--- src/rtl/cbt_pkg.sv ---
// Shared types for the channel batch transposer.
package cbt_pkg;
    // Sequencer phase: collecting channel words, or playing a batch out.
    typedef enum logic {
        ST_FILL  = 1'b0,
        ST_DRAIN = 1'b1
    } cbt_phase_e;
endpackage

--- src/rtl/cbt_order_map.sv ---
// Builds the ordered list of enabled channels from the enable mask and
// returns the channel for a given batch position together with the count.
// Assumes the mask is static while it is in use.
module cbt_order_map #(
    parameter int NCH   = 16,
    parameter int IDX_W = $clog2(NCH),
    parameter int CNT_W = $clog2(NCH + 1)
) (
    input  logic [NCH-1:0]   mask,
    input  logic [IDX_W-1:0] pos,
    output logic [IDX_W-1:0] chan,
    output logic [CNT_W-1:0] count
);
    logic [IDX_W-1:0] pos_chan [NCH];

    // Compact the set bits of the mask into an ascending channel list.
    always_comb begin
        count = '0;
        for (int p = 0; p < NCH; p++) pos_chan[p] = '0;
        for (int c = 0; c < NCH; c++) begin
            if (mask[c]) begin
                pos_chan[count[IDX_W-1:0]] = IDX_W'(c);
                count = count + CNT_W'(1);
            end
        end
    end

    // Look up the channel that owns the current batch position.
    always_comb chan = pos_chan[pos];
endmodule

--- src/rtl/cbt_sample_store.sv ---
// Holds one batch as SPB parallel samples of NCH bits. A write scatters the
// bits of one channel word across all samples (MSB into sample 0). The
// first write of a batch clears every other channel bit as well.
module cbt_sample_store #(
    parameter int NCH   = 16,
    parameter int SPB   = 32,
    parameter int IDX_W = $clog2(NCH),
    parameter int SEL_W = $clog2(SPB)
) (
    input  logic             clk,
    input  logic             rst_n,
    input  logic             wr_en,
    input  logic             wr_first,
    input  logic [IDX_W-1:0] wr_chan,
    input  logic [SPB-1:0]   wr_word,
    input  logic [SEL_W-1:0] rd_sel,
    output logic [NCH-1:0]   rd_sample
);
    logic [NCH-1:0] smp [SPB];

    for (genvar k = 0; k < SPB; k++) begin : g_slot
        logic [NCH-1:0] nxt;

        // Next value of sample k: cleared on batch start, one channel bit replaced.
        always_comb begin
            nxt          = wr_first ? '0 : smp[k];
            nxt[wr_chan] = wr_word[SPB-1-k];
        end

        // Register sample k on every accepted channel word.
        always_ff @(posedge clk) begin
            if (!rst_n)     smp[k] <= '0;
            else if (wr_en) smp[k] <= nxt;
        end
    end

    // Present the sample currently selected for playback.
    always_comb rd_sample = smp[rd_sel];
endmodule

--- src/rtl/cbt_sequencer.sv ---
// Tracks the batch position during fill and the sample index during
// playback. Stalls input while draining. A zero count means no channel is
// enabled: words are then accepted and discarded.
module cbt_sequencer
    import cbt_pkg::*;
#(
    parameter int NCH   = 16,
    parameter int SPB   = 32,
    parameter int IDX_W = $clog2(NCH),
    parameter int CNT_W = $clog2(NCH + 1),
    parameter int SEL_W = $clog2(SPB)
) (
    input  logic             clk,
    input  logic             rst_n,
    input  logic [CNT_W-1:0] count,
    input  logic             in_valid,
    output logic             in_ready,
    output logic             out_valid,
    input  logic             out_ready,
    output logic             out_last,
    output logic [IDX_W-1:0] pos,
    output logic [SEL_W-1:0] sel,
    output logic             wr_en,
    output logic             wr_first
);
    localparam logic [SEL_W-1:0] SEL_END = SEL_W'(SPB - 1);

    cbt_phase_e phase;
    logic       take_in, take_out, pos_end;

    // Handshake decode and batch-end detection.
    always_comb begin
        in_ready  = (phase == ST_FILL);
        out_valid = (phase == ST_DRAIN);
        out_last  = out_valid && (sel == SEL_END);
        take_in   = in_valid && in_ready;
        take_out  = out_valid && out_ready;
        wr_en     = take_in && (count != '0);
        wr_first  = (pos == '0);
        pos_end   = (CNT_W'(pos) == count - CNT_W'(1));
    end

    // Phase, position and playback index registers.
    always_ff @(posedge clk) begin
        if (!rst_n) begin
            phase <= ST_FILL;
            pos   <= '0;
            sel   <= '0;
        end else if (phase == ST_FILL) begin
            if (wr_en) begin
                if (pos_end) begin
                    pos   <= '0;
                    phase <= ST_DRAIN;
                end else begin
                    pos <= pos + IDX_W'(1);
                end
            end
        end else if (take_out) begin
            if (sel == SEL_END) begin
                sel   <= '0;
                phase <= ST_FILL;
            end else begin
                sel <= sel + SEL_W'(1);
            end
        end
    end

    AST_POS_RANGE: assert property (@(posedge clk) disable iff (!rst_n)
        (count != '0) |-> (CNT_W'(pos) < count));

    AST_PLAYBACK_ENDS_ON_LAST: assert property (@(posedge clk) disable iff (!rst_n)
        $fell(out_valid) |-> $past(out_last));
endmodule

--- src/rtl/chan_batch_transposer.sv ---
// Top level: converts per-channel sample words, received round-robin over
// the enabled channels, into parallel samples with one bit per channel.
// Assumes chan_mask only changes while rst_n is low.
module chan_batch_transposer #(
    parameter int NCH = 16,
    parameter int SPB = 32
) (
    input  logic           clk,
    input  logic           rst_n,
    input  logic [NCH-1:0] chan_mask,
    input  logic           in_valid,
    input  logic [SPB-1:0] in_word,
    output logic           in_ready,
    output logic           out_valid,
    input  logic           out_ready,
    output logic [NCH-1:0] out_sample,
    output logic           out_last
);
    localparam int IDX_W = $clog2(NCH);
    localparam int CNT_W = $clog2(NCH + 1);
    localparam int SEL_W = $clog2(SPB);

    logic [IDX_W-1:0] pos, chan;
    logic [CNT_W-1:0] count;
    logic [SEL_W-1:0] sel;
    logic             wr_en, wr_first;

    cbt_order_map #(.NCH(NCH), .IDX_W(IDX_W), .CNT_W(CNT_W)) u_map (
        .mask  (chan_mask),
        .pos   (pos),
        .chan  (chan),
        .count (count)
    );

    cbt_sequencer #(.NCH(NCH), .SPB(SPB), .IDX_W(IDX_W), .CNT_W(CNT_W), .SEL_W(SEL_W)) u_seq (
        .clk       (clk),
        .rst_n     (rst_n),
        .count     (count),
        .in_valid  (in_valid),
        .in_ready  (in_ready),
        .out_valid (out_valid),
        .out_ready (out_ready),
        .out_last  (out_last),
        .pos       (pos),
        .sel       (sel),
        .wr_en     (wr_en),
        .wr_first  (wr_first)
    );

    cbt_sample_store #(.NCH(NCH), .SPB(SPB), .IDX_W(IDX_W), .SEL_W(SEL_W)) u_store (
        .clk       (clk),
        .rst_n     (rst_n),
        .wr_en     (wr_en),
        .wr_first  (wr_first),
        .wr_chan   (chan),
        .wr_word   (in_word),
        .rd_sel    (sel),
        .rd_sample (out_sample)
    );

    AST_STALL_DURING_DRAIN: assert property (@(posedge clk) disable iff (!rst_n)
        out_valid |-> !in_ready);

    AST_HOLD_UNDER_BACKPRESSURE: assert property (@(posedge clk) disable iff (!rst_n)
        (out_valid && !out_ready) |=> (out_valid && $stable(out_sample) && $stable(out_last)));

    AST_DISABLED_BITS_ZERO: assert property (@(posedge clk) disable iff (!rst_n)
        out_valid |-> ((out_sample & ~chan_mask) == '0));

    AST_ZERO_MASK_SILENT: assert property (@(posedge clk) disable iff (!rst_n)
        (chan_mask == '0) |-> (!out_valid && in_ready));
endmodule

--- config.mk ---
export PLATFORM = sky130hd
export DESIGN_NAME = chan_batch_transposer
export DESIGN_NICKNAME = d
export VERILOG_FILES = /design/src/rtl/cbt_pkg.sv /design/src/rtl/cbt_order_map.sv /design/src/rtl/cbt_sample_store.sv /design/src/rtl/cbt_sequencer.sv /design/src/rtl/chan_batch_transposer.sv
export SDC_FILE = /design/constraint.sdc
export NUM_CORES = 1
export LEC_CHECK = 0
export ABC_CLOCK_PERIOD_IN_PS = 34000
export CELL_PAD_IN_SITES_DETAIL_PLACEMENT = 0
export CELL_PAD_IN_SITES_GLOBAL_PLACEMENT = 1
export CORE_MARGIN = 4
export CORE_UTILIZATION = 40
export DETAILED_ROUTE_END_ITERATION = 12
export HOLD_SLACK_MARGIN = 0.06
export PLACE_DENSITY_LB_ADDON = 0.1
export SYNTH_ARGS = -nofsm -noshare
export SYNTH_HDL_FRONTEND = slang
export SYNTH_SLANG_ARGS = --single-unit
--- constraint.sdc ---
create_clock -name clk -period 34 [get_ports clk]
set_input_delay 5.1 -clock clk [delete_from_list [all_inputs] [get_ports clk]]
set_output_delay 5.1 -clock clk [all_outputs]
set_load 0.01 [all_outputs]
==> results.tsv, run 1 <==
metric	value	unit
cell area after layout	39700	sq um
power density over cell area	111	nW/um^2
clock skew after layout	0.0164	ns
proportion of synthesized chip area in sequential cells	43.0	%
hold path start	u_seq.sel[4]	
commonest register cell after synthesis	edfxtp_1	
max frequency	46.2	MHz
nets in the synthesized netlist	3384	
buffers inserted by post-CTS timing repair	0	
synthesis-stage register bit count	527	
TritonCTS clock tree	built	
half-perimeter wire length after placement	80.0	mm
count of input and output buffers	70	
wire length of the first global-routing pass	179	mm
clock power share	13.4	%
number of levels in the clock H-tree	2	
static leakage power	0.0148	uW
cells on worst reg2reg path	7	
cell mode on critical path	ha_1	
ANT nets after route	0	
total number of placement rows	110	
net load switching power	2030	uW
worst reg2reg setup slack	27.96	ns
run status	finished clean	
Die Area	96000	sq um
internal power	2390	uW
proportion of total power due to net switching	45.9	%
layout cell share with drive strength beyond 1	12.8	%
Crit Path Class	in -> reg	
combinational share of power	57.7	%
average cell area after synthesis	11.1	sq um
Top Ports	71	
worst hold margin	0.502	ns
slowest cell on the critical path	buf_4	
post-cts resize count	0	
setup violators final	0	
largest family of logic cells by synthesized area	multiplexers	
capturing point of the worst reg2reg path	u_store.smp[1][14]	
detailed router's first-iteration violation count	3214	
n_diodes	0	
number of buffers between clock root and the deepest sink	3	
maximum fanout count along the critical path	131	
synthesis-to-layout area growth	8.85	%
RSZ-0062 raised after global routing	no	
detailed-route via count	27400	
Post-synth ARST share	0	%
sequential cell fraction of total power	28.9	%
root buf cell	clkbuf_16	
Area after DPL	37900	sq um
total DRC errors in the routed layout	0	
global placement routability congestion	0.982	
Cell variety after synth	113	
horizontal die dimension	310	um
required time worst endpoint	34.22	ns
layout filler cell count	8418	
share of synthesized area spent on multiplexers	25.5	%
launch point of the worst path	chan_mask[2]	
number of global-route vias before repair	26600	
effective utilization at floorplan	40.4	%
Congestion Overflow GR	0	
average wire per standard cell	27.5	um
simple logic cell fraction of the synthesized area	13.2	%
type of element capturing the critical path	flop	
slowest stage delay, CP	0.95	ns
number of enable-type register cells in the synthesized netlist	512	
post-synthesis instance area	36400	sq um
sum of routed wire length over all layers	122	mm
initial antenna violation count	1	
endpoints failing hold	0	
GRT Resource Usage Total	24.7	%
final instance count without filler cells	4428	
cts hold-fix bufs	0	
post-DR vias/cell	6.19	
Core Footprint	90100	sq um
max cap viols	0	
height of the die	310	um
Tightest Pin Transition	1.28	ns
FF-to-FF Start	u_seq.pos[2]	
instance count of the mapped netlist	3272	
area share of fa/ha/maj cells after synthesis	2.08	%
Hold Path Class	reg -> reg	
maximum number of pins on one net before global-route repair	132	
DRT Pass-1 Iters	6	
number of nets at the end of the flow	3315	
Yosys warnings	0	
clock-pin slew on the worst setup and hold paths	0.06	ns
Setup crit end	u_store.smp[12][0]	
fraction of the mapped netlist area in compound gates	9.00	%
post-placement cell count	4320	
worst skew pair latency	0.62	ns
final period demand of the worst path	21.67	ns
data arrival time of the critical path	21.89	ns
pins over their slew limit	0	
Num CTS Buffers	57	
Clock Sink Count	527	
startpoint types	input port	
final sum of negative setup slack	0	ns
Relative slew margins	14.9	%
peak supply drop	0.0920	mV
xor/xnor cell area share of the yosys netlist	3.18	%
final period utilization	63.7	%
[cells in the mapped netlist, types with 8 or more instances]
cell         n  area (sq um)
buf_6        9           101
xnor2_2     11           179
buf_4       28           210
o221ai_1    18           158
and2_1      22           138
inv_1       40           150
a32oi_1      8          70.1
buf_1       19          71.3
nand4_1      9          56.3
nand3_1     90           450
xnor3_1     13           293
dfxtp_1     15           300
mux2_2      24           270
nor2_1     143           537
a21oi_1     94           470
or3_1       11          68.8
xor2_1      11          96.3
o22ai_1     28           175
a211oi_1    20           150
nor2b_1      8          50.1
a31oi_1     25           156
a22oi_1     10          75.1
o31ai_1      8          60.1
edfxtp_1   512         15400
ha_1        59           738
mux4_2     160          3600
mux2i_1    538          5390
nand2_1    680          2550
o21ai_1      9          45.0
o21a_1      13          97.6
nor3_1      47           235
o2111ai_1   11          96.3
and3_1      17           106
xnor2_1     37           324
a21o_1       8          60.1
o211ai_1    20           150
buf_2      101           505
o21ai_0     78           390
nor4_1      14          87.6
clkbuf_1   110           413
nand2b_1     9          56.3
[stage by stage]
stage | util [%] | total power (uW) | setup WS (ns)
floorplan | - | 3210 | 7.73
global placement | 42.1 | 3740 | 12.45
detailed placement | 42.1 | 3800 | 11.88
CTS | 44.0 | 4410 | 12.50
global route | 44.0 | 4640 | 11.14
finish | 44.0 | 4420 | 12.33
[cell type report]
| cell class | instances | area [sq um] | share of cell area [%] |
|---|---|---|---|
| Timing Repair Buffer | 139 | 1220 | 3.07 |
| Inverter | 46 | 180 | 0.454 |
| Clock buffer | 77 | 1560 | 3.94 |
| Tap cell | 1176 | 1470 | 3.71 |
| Clock inverter | 31 | 184 | 0.464 |
| Sequential cell | 527 | 15700 | 39.5 |
| Multi-Input combinational cell | 2432 | 19400 | 48.8 |
[per-layer routing]
layer,routed length [um],track usage (%),up-vias
met5,0,0,-
met4,1840,4.17,0
met3,9720,4.37,103
met2,52400,36.5,1057
met1,57900,38.5,14000
li1,-,-,12200
[state kept, by name, indices dropped and copies added (netlist names), named ones only]
name and cells:
u_seq.out_valid 1, u_seq.pos 4, u_seq.sel 5, u_store.smp 512
[critical path, delay by kind of cell]
kind / cells / cell delay, ns
buffers and inverters: 12 / 4.77
adder cells (fa/ha/maj): 14 / 4.97
AO/OA/AOI/OAI: 16 / 3.11
XOR/XNOR: 2 / 0.47
AND/OR/NAND/NOR: 16 / 2.33
multiplexers: 2 / 0.74
[how the worst min path moves through the flow]
stage / slack (ns) / cells past startpoint / endpoint
CTS: 0.50 / 2 / u_seq.sel[4]
global route: 0.52 / 2 / u_seq.sel[4]
detailed placement: 0.49 / 2 / u_seq.sel[4]
global placement: 0.47 / 2 / u_seq.sel[4]
floorplan: 0.45 / 2 / flop
finish: 0.50 / 2 / u_seq.sel[4]
[power by group through the flow]
stage / combinational [uW] / sequential [uW] / clock, uW
final: 2550 / 1280 / 594
after CTS: 2520 / 1270 / 610
after floorplan: 1860 / 1340 / 0
after global routing: 2690 / 1310 / 636
after global placement: 2480 / 1260 / 0
after detailed placement: 2510 / 1290 / 0
[logic make-up (layout without fill, tap and decap cells)]
group | after synthesis | in the layout
simple gates | 1102 | 1102
compound gates | 461 | 461
xor+xnor | 84 | 84
buf+inv | 313 | 293
mux | 725 | 725
fa+ha+maj | 60 | 60
flops | 527 | 527
[cells in the final DEF (no fill, tap or decap), drive strengths merged, types with 15 or more instances in the layout]
cell type and instances:
nand2 682, mux2i 538, edfxtp 512, mux4 160
nor2 145, a21oi 97, nand3 91, o21ai 89
clkbuf 77, clkdlybuf4s50 70, buf 69, ha 59
nor3 53, xnor2 50, inv 45, clkinv 30
o22ai 28, mux2 27, a31oi 26, a211oi 24
and2 22, o211ai 22, o221ai 18, xnor3 18
and3 17, nor4 16, xor2 16, dfxtp 15
(Power assumes the default switching activity.)
==> run 2, diff against run 1 <==
--- a/config.mk
+++ b/config.mk
@@ -5,7 +5,7 @@
 export SDC_FILE = /design/constraint.sdc
 export NUM_CORES = 1
 export LEC_CHECK = 0
-export ABC_CLOCK_PERIOD_IN_PS = 34000
+export ABC_CLOCK_PERIOD_IN_PS = 21300
 export CELL_PAD_IN_SITES_DETAIL_PLACEMENT = 0
 export CELL_PAD_IN_SITES_GLOBAL_PLACEMENT = 1
 export CORE_MARGIN = 4
==> constraint.sdc (replaced) <==
create_clock -name clk -period 21.3 [get_ports clk]
set_input_delay 3.195 -clock clk [delete_from_list [all_inputs] [get_ports clk]]
set_output_delay 3.195 -clock clk [all_outputs]
set_load 0.01 [all_outputs]
==> run 2 against run 1 <==
Effect of this change:
- register-to-register slack worse by 12 ns
- critical path depth is 5 lower
- clock power is 67% higher
- clock-buffer cell count is 5 lower
- critical path type unchanged
==> results.tsv, run 2 (synthesis gave the netlist of run 1 again) <==
metric	value	unit	change
max frequency	56.7	MHz	
setup violators final	0		unchanged
cells on worst reg2reg path	8		was 7
power density over cell area	179	nW/um^2	was 111 nW/um^2
clock skew after layout	0.0237	ns	was 0.0164 ns
data arrival time of the critical path	18.08	ns	was 21.89 ns
n_diodes	0		unchanged
post-placement cell count	4308		was 4320
final sum of negative setup slack	0	ns	unchanged
max cap viols	0		unchanged
synthesis-to-layout area growth	9.11	%	was 8.85%
Die Area	96000	sq um	unchanged
RSZ-0062 raised after global routing	no		unchanged
flip-flop count of the largest register, all copies and words added	512		unchanged
final period demand of the worst path	17.65	ns	
most common cell after layout, fill and taps aside	nand2_1		unchanged
wire length of the first global-routing pass	182	mm	was 179 mm
initial antenna violation count	4		was 1
total power	7130	uW	was 4420 uW
slowest stage delay, CP	1.08	ns	was 0.95 ns
endpoints failing hold	0		unchanged
total number of placement rows	110		unchanged
final period utilization	82.9	%	
Tightest Pin Transition	1.26	ns	was 1.28 ns
Top Ports	71		unchanged
peak supply drop	0.165	mV	was 0.0920 mV
crit-path leading delay family	compound AO/OA/AOI/OAI gates		was adder cells
slowest cell on the critical path	a311oi_4		was buf_4
sum of routed wire length over all layers	123	mm	was 122 mm
horizontal die dimension	310	um	unchanged
maximum number of pins on one net before global-route repair	209		was 132
root buf cell	clkbuf_16		unchanged
number of global-route vias before repair	26600		about the same
FF-to-FF Start	u_seq.pos[2]		unchanged
GRT Resource Usage Total	25.2	%	was 24.7%
launch point of the worst path	chan_mask[2]		unchanged
top flop regs	u_store.smp x512, u_seq.sel x5, u_seq.pos x4		unchanged
type of element capturing the critical path	flop		unchanged
Crit Path Class	in -> reg		unchanged
Hold Path Class	reg -> reg		unchanged
DRT Pass-1 Iters	8		was 6
detailed-route via count	27500		was 27400
Most flops, register	u_store.smp		unchanged
layout cell share with drive strength beyond 1	13.0	%	was 12.8%
Clock Sink Count	527		unchanged
total DRC errors in the routed layout	0		unchanged
Util after Layout	44.1	%	was 44.0%
average wire per standard cell	27.8	um	was 27.5 um
post-DR vias/cell	6.22		was 6.19
TritonCTS clock tree	built		unchanged
Congestion Overflow GR	0		unchanged
worst skew pair latency	0.63	ns	was 0.62 ns
worst hold margin	0.512	ns	was 0.502 ns
cts hold-fix bufs	0		unchanged
number of buffers between clock root and the deepest sink	3		unchanged
global placement routability congestion	0.960		was 0.982
Setup crit end	u_store.smp[5][10]		was u_store.smp[12][0]
startpoint types	input port		unchanged
Core Footprint	90100	sq um	unchanged
maximum fanout count along the critical path	167		was 131
height of the die	310	um	unchanged
ANT nets after route	0		unchanged
count of input and output buffers	70		unchanged
top library cells by usage in the layout, fill and taps aside	nand2_1 (680), mux2i_1 (536), edfxtp_1 (512)		was nand2_1 (680), mux2i_1 (538), edfxtp_1 (512)
Relative slew margins	15.6	%	was 14.9%
required time worst endpoint	21.73	ns	was 34.22 ns
worst reg2reg setup slack	16.31	ns	was 27.96 ns
cell count along the critical path	57		was 62
critical path buffer and inverter count	7		was 12
pins over their slew limit	0		unchanged
post-cts resize count	0		unchanged
Num CTS Buffers	58		was 57
cell mode on critical path	nand2_1		was ha_1
clock-pin slew on the worst setup and hold paths	0.06	ns	about the same
capturing point of the worst reg2reg path	u_store.smp[24][15]		was u_store.smp[1][14]
run status	finished clean		unchanged
final instance count without filler cells	4417		was 4428
buffers inserted by post-CTS timing repair	0		unchanged
effective utilization at floorplan	40.4	%	unchanged
static leakage power	0.0149	uW	was 0.0148 uW
half-perimeter wire length after placement	79.8	mm	was 80.0 mm
detailed router's first-iteration violation count	3435		was 3214
number of nets at the end of the flow	3304		was 3315
number of levels in the clock H-tree	2		unchanged
## run 2: cell types whose count changed in the layout (fill, tap and decap cells not counted), moves of 3 or more
cell	before	now
buf_4	69	52
clkinv_2	5	14
buf_12	0	5
clkbuf_1	15	11
clkbuf_8	4	0
clkbuf_16	58	61
clkinv_1	24	21
## run 2: how the worst min path moves through the flow
stage                 start      endpoint  slack (ns)  cells after the start
2_1_floorplan  u_seq.sel[4]          flop        0.45                      2
3_3_place_gp   u_seq.sel[4]  u_seq.sel[4]        0.49                      2
3_5_place_dp   u_seq.sel[1]          flop        0.51                      2
4_1_cts        u_seq.sel[4]  u_seq.sel[4]        0.52                      2
5_1_grt        u_seq.sel[1]          flop        0.53                      2
6_report       u_seq.sel[1]          flop        0.51                      2
## run 2: worst register-to-register path: stages, from the launching register on
cell and delay [ns]:
dfxtp_1 1.01, clkinv_1 0.78, nor2_1 0.42, o211ai_1 0.18, a41oi_2 0.41, o22ai_1 0.32, nor3_4 0.97, buf_4 0.45
mux2i_1 0.14
## run 2: area by class of cell
| cell class | instances | area, sq um |
|---|---|---|
| Fill cell | 8467 | 50400 |
| Multi-Input combinational cell | 2432 | 19400 |
| Sequential cell | 527 | 15700 |
| Clock buffer | 72 | 1570 |
| Tap cell | 1176 | 1470 |
| Timing Repair Buffer | 127 | 1190 |
| Clock inverter | 37 | 254 |
| Inverter | 46 | 176 |
## run 2: power by group
group	leakage (uW)	total (uW)	internal [uW]	switching (uW)
combinational	0.00819	4100	1500	2600
sequential	0.00576	2040	1800	242
clock	0.000901	991	556	435
total	0.0149	7130	3860	3270
## run 2: metal layers
layer,share of wire (%),global-route usage [%]
met5,0,0
met4,1.5,4.41
met3,7.7,4.37
met2,42,36.5
met1,48,39.9
## run 2: per-stage QoR
stage / worst slack [ns] / cell area, sq um
3_3_place_gp: 3.67 / 37900
3_5_place_dp: 3.23 / 37900
5_1_grt: 2.58 / 39800
2_1_floorplan: 0.0309 / 36500
6_report: 3.65 / 39800
4_1_cts: 3.85 / 39800
